--- src/rtl/odt_trk_pkg.sv ---
package odt_trk_pkg;

    localparam int CFG_W_D  = 6;
    localparam int TMR_W_D  = 9;
    localparam int WL_MAX_D = 16;

    typedef enum logic [1:0] {
        ODT_SYNC   = 2'd0,
        ODT_UNSURE = 2'd1,
        ODT_ASYNC  = 2'd2
    } odt_kind_e;

    typedef enum logic [1:0] {
        PH_IDLE = 2'd0,
        PH_WIN  = 2'd1,
        PH_PD   = 2'd2
    } pd_phase_e;

    typedef struct packed {
        logic      vld;
        logic      rise;
        odt_kind_e kind;
    } hist_ent_t;

    // Mark a recorded edge as uncertain when the window reaches back over it.
    function automatic hist_ent_t promote(input hist_ent_t e, input logic en);
        hist_ent_t r;
        r = e;
        if (en && e.vld) r.kind = ODT_UNSURE;
        return r;
    endfunction

endpackage

--- src/rtl/odt_win_fsm.sv ---
module odt_win_fsm
    import odt_trk_pkg::*;
#(
    parameter int CW = CFG_W_D,
    parameter int TW = TMR_W_D
) (
    input  logic          clk,
    input  logic          rst,
    input  logic          cke,
    input  logic          ref_issue,
    input  logic          dll_keep_on,
    input  logic [CW-1:0] cfg_pd_entry,
    input  logic [TW-1:0] cfg_ref_busy,
    output pd_phase_e     phase,
    output logic [TW-1:0] win_cnt,
    output logic          win_open
);

    logic          cke_q;
    logic [TW-1:0] rfc_cnt;
    logic [TW-1:0] rfc_rem;
    logic [TW-1:0] pd_last;
    logic [TW-1:0] win_left;

    // Cycles of refresh still outstanding beyond the current one.
    assign rfc_rem  = ref_issue ? cfg_ref_busy : rfc_cnt;
    assign pd_last  = TW'(cfg_pd_entry) - TW'(1);
    assign win_left = (rfc_rem > pd_last) ? rfc_rem : pd_last;
    assign win_open = (phase == PH_IDLE) && cke_q && !cke && !dll_keep_on;

    always_ff @(posedge clk) begin
        if (rst) begin
            cke_q   <= 1'b1;
            rfc_cnt <= '0;
        end else begin
            cke_q <= cke;
            if (ref_issue)
                rfc_cnt <= cfg_ref_busy - TW'(1);
            else if (rfc_cnt != '0)
                rfc_cnt <= rfc_cnt - TW'(1);
        end
    end

    always_ff @(posedge clk) begin
        if (rst) begin
            phase   <= PH_IDLE;
            win_cnt <= '0;
        end else if (cke) begin
            phase   <= PH_IDLE;
            win_cnt <= '0;
        end else begin
            unique case (phase)
                PH_IDLE: begin
                    if (win_open) begin
                        phase   <= (win_left == '0) ? PH_PD : PH_WIN;
                        win_cnt <= win_left;
                    end
                end
                PH_WIN: begin
                    if (win_cnt <= TW'(1)) begin
                        phase   <= PH_PD;
                        win_cnt <= '0;
                    end else begin
                        win_cnt <= win_cnt - TW'(1);
                    end
                end
                default: phase <= PH_PD;
            endcase
        end
    end

endmodule

--- src/rtl/odt_edge_hist.sv ---
module odt_edge_hist
    import odt_trk_pkg::*;
#(
    parameter int CW    = CFG_W_D,
    parameter int DEPTH = WL_MAX_D - 1
) (
    input  logic          clk,
    input  logic          rst,
    input  hist_ent_t     ins,
    input  logic          reclass,
    input  logic [CW-1:0] cfg_wl,
    output hist_ent_t     tap
);

    localparam int IW = (DEPTH > 1) ? $clog2(DEPTH) : 1;

    hist_ent_t       st [DEPTH];
    logic [CW-1:0]   lag;
    logic [IW-1:0]   tap_idx;

    // Stage k holds the edge of k+1 cycles ago; the edge of WL-1 cycles ago is read out.
    assign lag = cfg_wl - CW'(2);

    always_comb begin
        if (lag >= CW'(DEPTH)) tap_idx = IW'(DEPTH - 1);
        else                   tap_idx = IW'(lag);
    end

    assign tap = st[tap_idx];

    for (genvar k = 0; k < DEPTH; k++) begin : g_stage
        if (k == 0) begin : g_head
            always_ff @(posedge clk) begin
                if (rst) st[k] <= '0;
                else     st[k] <= ins;
            end
        end else begin : g_body
            always_ff @(posedge clk) begin
                if (rst) st[k] <= '0;
                else     st[k] <= promote(st[k-1], reclass && (CW'(k - 1) < lag));
            end
        end
    end

endmodule

--- src/rtl/odt_bound_calc.sv ---
module odt_bound_calc
    import odt_trk_pkg::*;
#(
    parameter int CW = CFG_W_D,
    localparam int BW = CW + 1
) (
    input  logic          rise,
    input  odt_kind_e     kind,
    input  logic [CW-1:0] cfg_on_lat,
    input  logic [CW-1:0] cfg_off_lat,
    input  logic [CW-1:0] cfg_on_skew_min,
    input  logic [CW-1:0] cfg_on_skew_max,
    input  logic [CW-1:0] cfg_off_skew_min,
    input  logic [CW-1:0] cfg_off_skew_max,
    input  logic [CW-1:0] cfg_pd_on_min,
    input  logic [CW-1:0] cfg_pd_on_max,
    input  logic [CW-1:0] cfg_pd_off_min,
    input  logic [CW-1:0] cfg_pd_off_max,
    output logic [BW-1:0] early,
    output logic [BW-1:0] late
);

    logic [BW-1:0] s_lo, s_hi, a_lo, a_hi;

    always_comb begin
        if (rise) begin
            s_lo = BW'(cfg_on_lat) + BW'(cfg_on_skew_min);
            s_hi = BW'(cfg_on_lat) + BW'(cfg_on_skew_max);
            a_lo = BW'(cfg_pd_on_min);
            a_hi = BW'(cfg_pd_on_max);
        end else begin
            s_lo = BW'(cfg_off_lat) + BW'(cfg_off_skew_min);
            s_hi = BW'(cfg_off_lat) + BW'(cfg_off_skew_max);
            a_lo = BW'(cfg_pd_off_min);
            a_hi = BW'(cfg_pd_off_max);
        end
        unique case (kind)
            ODT_ASYNC: begin
                early = a_lo;
                late  = a_hi;
            end
            ODT_UNSURE: begin
                early = (s_lo < a_lo) ? s_lo : a_lo;
                late  = (s_hi > a_hi) ? s_hi : a_hi;
            end
            default: begin
                early = s_lo;
                late  = s_hi;
            end
        endcase
    end

endmodule

--- src/rtl/odt_pd_tracker.sv ---
module odt_pd_tracker
    import odt_trk_pkg::*;
#(
    parameter int CW     = CFG_W_D,
    parameter int TW     = TMR_W_D,
    parameter int WL_MAX = WL_MAX_D,
    localparam int BW    = CW + 1,
    localparam int DEPTH = WL_MAX - 1
) (
    input  logic          clk,
    input  logic          rst,
    input  logic          cke,
    input  logic          odt,
    input  logic          ref_issue,
    input  logic          dll_keep_on,
    input  logic [CW-1:0] cfg_wl,
    input  logic [CW-1:0] cfg_on_lat,
    input  logic [CW-1:0] cfg_off_lat,
    input  logic [CW-1:0] cfg_on_skew_min,
    input  logic [CW-1:0] cfg_on_skew_max,
    input  logic [CW-1:0] cfg_off_skew_min,
    input  logic [CW-1:0] cfg_off_skew_max,
    input  logic [CW-1:0] cfg_pd_on_min,
    input  logic [CW-1:0] cfg_pd_on_max,
    input  logic [CW-1:0] cfg_pd_off_min,
    input  logic [CW-1:0] cfg_pd_off_max,
    input  logic [CW-1:0] cfg_pd_entry,
    input  logic [TW-1:0] cfg_ref_busy,
    output logic          res_valid,
    output logic          res_rise,
    output logic [1:0]    res_kind,
    output logic [BW-1:0] res_early,
    output logic [BW-1:0] res_late
);

    logic          odt_q;
    pd_phase_e     phase_w;
    logic [TW-1:0] win_cnt_w;
    logic          win_open_w;
    hist_ent_t     new_ent;
    hist_ent_t     tap_ent;
    logic [BW-1:0] early_w, late_w;

    always_ff @(posedge clk) begin
        if (rst) odt_q <= 1'b0;
        else     odt_q <= odt;
    end

    odt_win_fsm #(.CW(CW), .TW(TW)) u_win (
        .clk          (clk),
        .rst          (rst),
        .cke          (cke),
        .ref_issue    (ref_issue),
        .dll_keep_on  (dll_keep_on),
        .cfg_pd_entry (cfg_pd_entry),
        .cfg_ref_busy (cfg_ref_busy),
        .phase        (phase_w),
        .win_cnt      (win_cnt_w),
        .win_open     (win_open_w)
    );

    // Tag an edge by the phase of the cycle it occurs in.
    always_comb begin
        new_ent.vld  = odt ^ odt_q;
        new_ent.rise = odt & ~odt_q;
        if (win_open_w || phase_w == PH_WIN) new_ent.kind = ODT_UNSURE;
        else if (phase_w == PH_PD)           new_ent.kind = ODT_ASYNC;
        else                                 new_ent.kind = ODT_SYNC;
    end

    odt_edge_hist #(.CW(CW), .DEPTH(DEPTH)) u_hist (
        .clk     (clk),
        .rst     (rst),
        .ins     (new_ent),
        .reclass (win_open_w),
        .cfg_wl  (cfg_wl),
        .tap     (tap_ent)
    );

    odt_bound_calc #(.CW(CW)) u_bound (
        .rise             (tap_ent.rise),
        .kind             (tap_ent.kind),
        .cfg_on_lat       (cfg_on_lat),
        .cfg_off_lat      (cfg_off_lat),
        .cfg_on_skew_min  (cfg_on_skew_min),
        .cfg_on_skew_max  (cfg_on_skew_max),
        .cfg_off_skew_min (cfg_off_skew_min),
        .cfg_off_skew_max (cfg_off_skew_max),
        .cfg_pd_on_min    (cfg_pd_on_min),
        .cfg_pd_on_max    (cfg_pd_on_max),
        .cfg_pd_off_min   (cfg_pd_off_min),
        .cfg_pd_off_max   (cfg_pd_off_max),
        .early            (early_w),
        .late             (late_w)
    );

    always_ff @(posedge clk) begin
        if (rst || !tap_ent.vld) begin
            res_valid <= 1'b0;
            res_rise  <= 1'b0;
            res_kind  <= 2'd0;
            res_early <= '0;
            res_late  <= '0;
        end else begin
            res_valid <= 1'b1;
            res_rise  <= tap_ent.rise;
            res_kind  <= tap_ent.kind;
            res_early <= early_w;
            res_late  <= late_w;
        end
    end

endmodule

--- config.mk ---
export PLATFORM = sky130hd
export DESIGN_NAME = odt_pd_tracker
export DESIGN_NICKNAME = d
export VERILOG_FILES = /design/src/rtl/odt_trk_pkg.sv /design/src/rtl/odt_win_fsm.sv /design/src/rtl/odt_edge_hist.sv /design/src/rtl/odt_bound_calc.sv /design/src/rtl/odt_pd_tracker.sv
export SDC_FILE = /design/constraint.sdc
export NUM_CORES = 1
export LEC_CHECK = 0
export ABC_AREA = 1
export BUFFER_PORTS_ARGS = -buffer_cell sky130_fd_sc_hd__buf_2
export CAP_MARGIN = 30
export CORE_MARGIN = 3
export CORE_UTILIZATION = 50
export CTS_BUF_LIST = sky130_fd_sc_hd__clkbuf_4 sky130_fd_sc_hd__clkbuf_8
export DETAILED_ROUTE_END_ITERATION = 16
export PLACE_DENSITY = 0.72
export SLEW_MARGIN = 20
export SYNTH_ARGS = -nofsm -noshare
export SYNTH_HDL_FRONTEND = slang
export SYNTH_SLANG_ARGS = --single-unit
--- constraint.sdc ---
create_clock -name clk -period 4.4 [get_ports clk]
set_input_delay 0.88 -clock clk [delete_from_list [all_inputs] [get_ports clk]]
set_output_delay 0.88 -clock clk [all_outputs]
set_load 0.02 [all_outputs]
==> impl_table.tex <==
\begin{tabular}{lr}
\hline
Metric & Value \\
\hline
\multicolumn{2}{l}{\textbf{Worst setup path}} \\
\quad Setup slack of the worst register-to-register path & 1340 ps \\
\quad Type of the setup path with the least slack & in2reg \\
\quad Data required time of the worst path & 4720 ps \\
\quad Arrival time worst endpoint & 4410 ps \\
\quad Critical path peak fanout & 28 \\
\quad Worst setup SP type & input port \\
\quad Critical Path Sink Type & flop \\
\multicolumn{2}{l}{\textbf{Clock tree}} \\
\quad Hold-fix buffers, CTS & 0 \\
\quad Clock network latency to the later pin of the worst-skew pair & a little under 400 ps \\
\quad Deepest level of the CTS H-tree & 3 \\
\quad Number of instances resized during post-cts repair & 0 \\
\quad Buffer depth of the longest clock path & 2 \\
\quad Inserted Clock Buffers & 9 \\
\quad TritonCTS clock tree & yes \\
\quad Sink count of the clock tree & 100 \\
\quad Number of buffers inserted by post-CTS setup repair & 0 \\
\quad CTS Root Cell & sky130\_fd\_sc\_hd\_\_clkbuf\_8 \\
\quad Clock input transition at the sequential cells of the worst setup and hold paths & about 100 ps \\
\multicolumn{2}{l}{\textbf{Routing}} \\
\quad Routed length per instance & roughly 13 um \\
\quad Number of vias per cell after detailed routing & around 5 \\
\quad Number of DRC violations after detailed-routing iteration 0 & roughly 460 \\
\quad Antenna violation net count after detailed routing & 0 \\
\quad First-pass iteration count of the detailed router & 5 \\
\quad Total wire length after detailed routing & between 15 and 20 mm \\
\quad Vias after detailed routing & approximately 6.3k \\
\quad Number of DRC violations after detailed routing & 0 \\
\multicolumn{2}{l}{\textbf{Timing}} \\
\quad Hold violation total from the final report & 0 \\
\quad Count of pins over their slew limit & 0 \\
\quad Actual transition at the worst max-transition pin & approximately 610 ps \\
\quad Maximum clock frequency & 244 MHz \\
\quad Setup repair after global routing missed its margin & false \\
\quad Crit share post-route & roughly 93\% \\
\quad Final setup skew & approximately 11 ps \\
\quad Min Clock Period, post-route & 4090 ps \\
\quad Worst relative slew slack & between 50\% and 60\% \\
\quad Fin Setup TNS & 0 ps \\
\quad Final setup viols & 0 \\
\multicolumn{2}{l}{\textbf{Global route}} \\
\quad First-pass GRT wire length & around 26 mm \\
\quad Overflow after GRT & 0 \\
\quad GRT Util Overall & between 20\% and 30\% \\
\quad Initial antenna violation count & 0 \\
\quad Largest net degree at the start of global routing & 54 \\
\quad Number of global-route vias before repair & approximately 5.7k \\
\multicolumn{2}{l}{\textbf{Die}} \\
\quad Boundary pin count & around 110 \\
\quad Row Count & 41 \\
\quad Die Width & about 120 um \\
\quad Initial core utilization & 52.0\% \\
\quad Area of the die & 14,800 sq um \\
\quad Core area & between 10,000 and 15,000 sq um \\
\quad Die H & around 120 um \\
\multicolumn{2}{l}{\textbf{Placed design}} \\
\quad Number of cells in the design after placement & 1,215 \\
\quad Final estimated routing congestion in global placement & 0.894 \\
\quad Buffers added on ports & around 100 \\
\quad Hpwl dp & $\sim$13 mm \\
\multicolumn{2}{l}{\textbf{Run}} \\
\quad Number of maximum-capacitance constraint violations & 0 \\
\multicolumn{2}{l}{\textbf{Power}} \\
\quad Ratio of total power to cell area & just under 300 nW/um\^{}2 \\
\quad Peak VDD IR & 139 uV \\
\quad Leakage & 3.69 nW \\
\multicolumn{2}{l}{\textbf{Outcome}} \\
\quad Status & completed \\
\multicolumn{2}{l}{\textbf{Yosys}} \\
\quad Top\_reg\_cell synth & sky130\_fd\_sc\_hd\_\_dfxtp\_1 \\
\quad Area fraction of the dominant cell type after synthesis & about 30\% \\
\quad Yosys warnings & 0 \\
\quad Post-synthesis sequential area ratio & 29.9\% \\
\quad Number of standard cells after synthesis & about 950 \\
\quad Ranking of synthesized cells by area & sky130\_fd\_sc\_hd\_\_dfxtp\_1 30\%, sky130\_fd\_sc\_hd\_\_ha\_1 9.3\%, sky130\_fd\_sc\_hd\_\_inv\_1 8.3\% \\
\quad Post-synthesis net count & about 1.1k \\
\quad Number of distinct library cell variants in the gate-level netlist after synthesis & 50 \\
\quad Cell area after technology mapping & between 6000 and 7000 sq um \\
\quad Mapped Avg Cell Area & about 7 sq um \\
\quad Number of flops mapped to enable cells by yosys & 0 \\
\quad Largest area contributor in the synthesized netlist & sky130\_fd\_sc\_hd\_\_dfxtp\_1 \\
\quad Post-synth ARST share & 0\% \\
\quad Number of synthesized register bits & 100 \\
\multicolumn{2}{l}{\textbf{Worst hold path}} \\
\quad Path category of the worst min-delay check & reg2reg \\
\multicolumn{2}{l}{\textbf{Finish}} \\
\quad Share of cells above drive strength 1 & 20.7\% \\
\quad Number of nets in the layout & around 1.2k \\
\quad Antenna fix cells & 0 \\
\quad Number of fill cells & approximately 1.3k \\
\quad Finished Layout Cells & between 1k and 1.5k \\
\quad Post-synthesis to final-layout area growth & 14.4\% \\
\hline
\end{tabular}
registers in the layout, summed over array words and instances, names as in the netlist:
name	count
u_win.win_cnt	9
u_hist.st	60
res_rise	1
res_kind	2
u_win.rfc_cnt	9
res_early	7
res_valid	1
odt_q	1
res_late	7
u_win.cke_q	1
u_win.phase	2
critical path: stages:
cell                       delay (ps)
sky130_fd_sc_hd__buf_2            170
sky130_fd_sc_hd__inv_2            100
sky130_fd_sc_hd__ha_1             330
sky130_fd_sc_hd__inv_1            160
sky130_fd_sc_hd__nand3_1          130
sky130_fd_sc_hd__nor2_1           190
sky130_fd_sc_hd__nor2_4            90
sky130_fd_sc_hd__nand2_4          120
sky130_fd_sc_hd__nand2_1           70
sky130_fd_sc_hd__nand3_2           50
sky130_fd_sc_hd__nand2_1           50
sky130_fd_sc_hd__nand2_1           80
sky130_fd_sc_hd__nand2_1           70
sky130_fd_sc_hd__nand2_2           90
sky130_fd_sc_hd__nand2_4          160
sky130_fd_sc_hd__o21ai_0          390
sky130_fd_sc_hd__inv_1            120
sky130_fd_sc_hd__ha_1             320
sky130_fd_sc_hd__a21oi_1          150
sky130_fd_sc_hd__o211ai_1         100
sky130_fd_sc_hd__inv_2            150
sky130_fd_sc_hd__nand2_2          120
sky130_fd_sc_hd__nand2_1           80
sky130_fd_sc_hd__nand3_1           70
sky130_fd_sc_hd__a21oi_1          160
final cells by class:
class                           count  area, sq um  area share (%)
Multi-Input combinational cell    665         3970            51.8
Clock inverter                      7         58.8           0.767
Inverter                          154          583            7.61
Tap cell                          172          215            2.81
Clock buffer                        9          124            1.62
Timing Repair Buffer              125          711            9.27
Sequential cell                   100         2000            26.1
logic make-up after synthesis:
group                    after synthesis  synth area share [%]
flip-flops                           100                  29.9
AO/OA/AOI/OAI                        196                  16.8
multiplexers                           8                  1.20
adder cells (fa/ha/maj)               54                  10.5
AND/OR/NAND/NOR                      385                  27.8
buffers and inverters                181                  10.9
XOR/XNOR                              22                  2.88
metrics by stage:
stage	hold slack, ps	util [%]	area [sq um]	power (mW)	worst slack [ps]
global route	440	59.5	7660	2.44	20.4
detailed placement	415	57.9	7450	1.72	28.3
floorplan	403	-	6700	1.52	512
global placement	417	57.9	7450	1.71	182
finish	427	59.5	7660	2.27	307
CTS	430	59.3	7630	2.28	442
worst paths after layout:
| path | startpoint | to | depth (start not counted) |
|---|---|---|---|
| worst min-delay path | u_hist.st[2][2] | u_hist.st[3][2] | 2 |
| worst min register to register | u_hist.st[2][2] | u_hist.st[3][2] | 2 |
| worst max register to register | u_win.rfc_cnt[4] | u_win.phase[0] | 13 |
| worst max-delay path | cfg_wl[1] | res_early[3] | 25 |
layer usage:
metal	GRT usage, %	vias up	part of all wire (%)
li1	-	3313	-
met1	31.0	2791	48
met2	33.8	169	44
met3	5.62	24	6.1
met4	6.09	0	1.8
met5	0	-	0
Yosys cell counts, types with 2 or more instances:
cell and instances:
sky130_fd_sc_hd__nand2_1 126, sky130_fd_sc_hd__nor2_1 106, sky130_fd_sc_hd__buf_2 5, sky130_fd_sc_hd__a31oi_1 4
sky130_fd_sc_hd__o21bai_1 3, sky130_fd_sc_hd__nand2_2 17, sky130_fd_sc_hd__ha_1 50, sky130_fd_sc_hd__mux2i_1 8
sky130_fd_sc_hd__nor3_1 5, sky130_fd_sc_hd__xnor2_1 5, sky130_fd_sc_hd__buf_6 3, sky130_fd_sc_hd__nand2_4 9
sky130_fd_sc_hd__inv_1 149, sky130_fd_sc_hd__o21ai_1 4, sky130_fd_sc_hd__a21oi_1 64, sky130_fd_sc_hd__dfxtp_1 100
sky130_fd_sc_hd__o221a_2 3, sky130_fd_sc_hd__a21oi_2 8, sky130_fd_sc_hd__nor4_1 5, sky130_fd_sc_hd__o221ai_1 2
sky130_fd_sc_hd__o211ai_1 7, sky130_fd_sc_hd__nor2_2 2, sky130_fd_sc_hd__and2_1 4, sky130_fd_sc_hd__inv_2 4
sky130_fd_sc_hd__a211oi_1 3, sky130_fd_sc_hd__nand4_1 5, sky130_fd_sc_hd__nor2_4 2, sky130_fd_sc_hd__a311oi_1 2
sky130_fd_sc_hd__clkbuf_1 18, sky130_fd_sc_hd__o21ai_0 84, sky130_fd_sc_hd__or2_2 14, sky130_fd_sc_hd__nand3_2 14
sky130_fd_sc_hd__fa_1 4, sky130_fd_sc_hd__xor2_1 17, sky130_fd_sc_hd__nand3b_1 4, sky130_fd_sc_hd__a221oi_1 2
sky130_fd_sc_hd__o22ai_1 4, sky130_fd_sc_hd__nand3_1 68
where the power goes:
part           total (mW)  internal, mW  switching (mW)  leakage [nW]
Clock               0.560         0.214           0.346        0.0921
Sequential          0.946         0.933          0.0132         0.811
Combinational       0.768         0.287           0.481          2.79
Total                2.27          1.43           0.840          3.69
cells in the final DEF, fill, tap and decap left out, drive strengths merged, types with 2 or more instances in the layout:
| cell type | instances |
|---|---|
| nand3 | 82 |
| a221oi | 2 |
| a31oi | 4 |
| nor3 | 5 |
| xnor2 | 5 |
| buf | 125 |
| clkinv | 4 |
| nand2 | 152 |
| o211ai | 7 |
| ha | 50 |
| nor4 | 5 |
| fa | 4 |
| o221a | 3 |
| and2 | 4 |
| mux2i | 8 |
| a21oi | 72 |
| a211oi | 3 |
| or2 | 15 |
| a311oi | 2 |
| nor2 | 111 |
| dfxtp | 100 |
| inv | 156 |
| nand3b | 4 |
| xor2 | 17 |
| o221ai | 2 |
| o22ai | 4 |
| o21bai | 3 |
| nand4 | 5 |
| o21ai | 90 |
| clkbuf | 9 |
(Power assumes the default switching activity.)
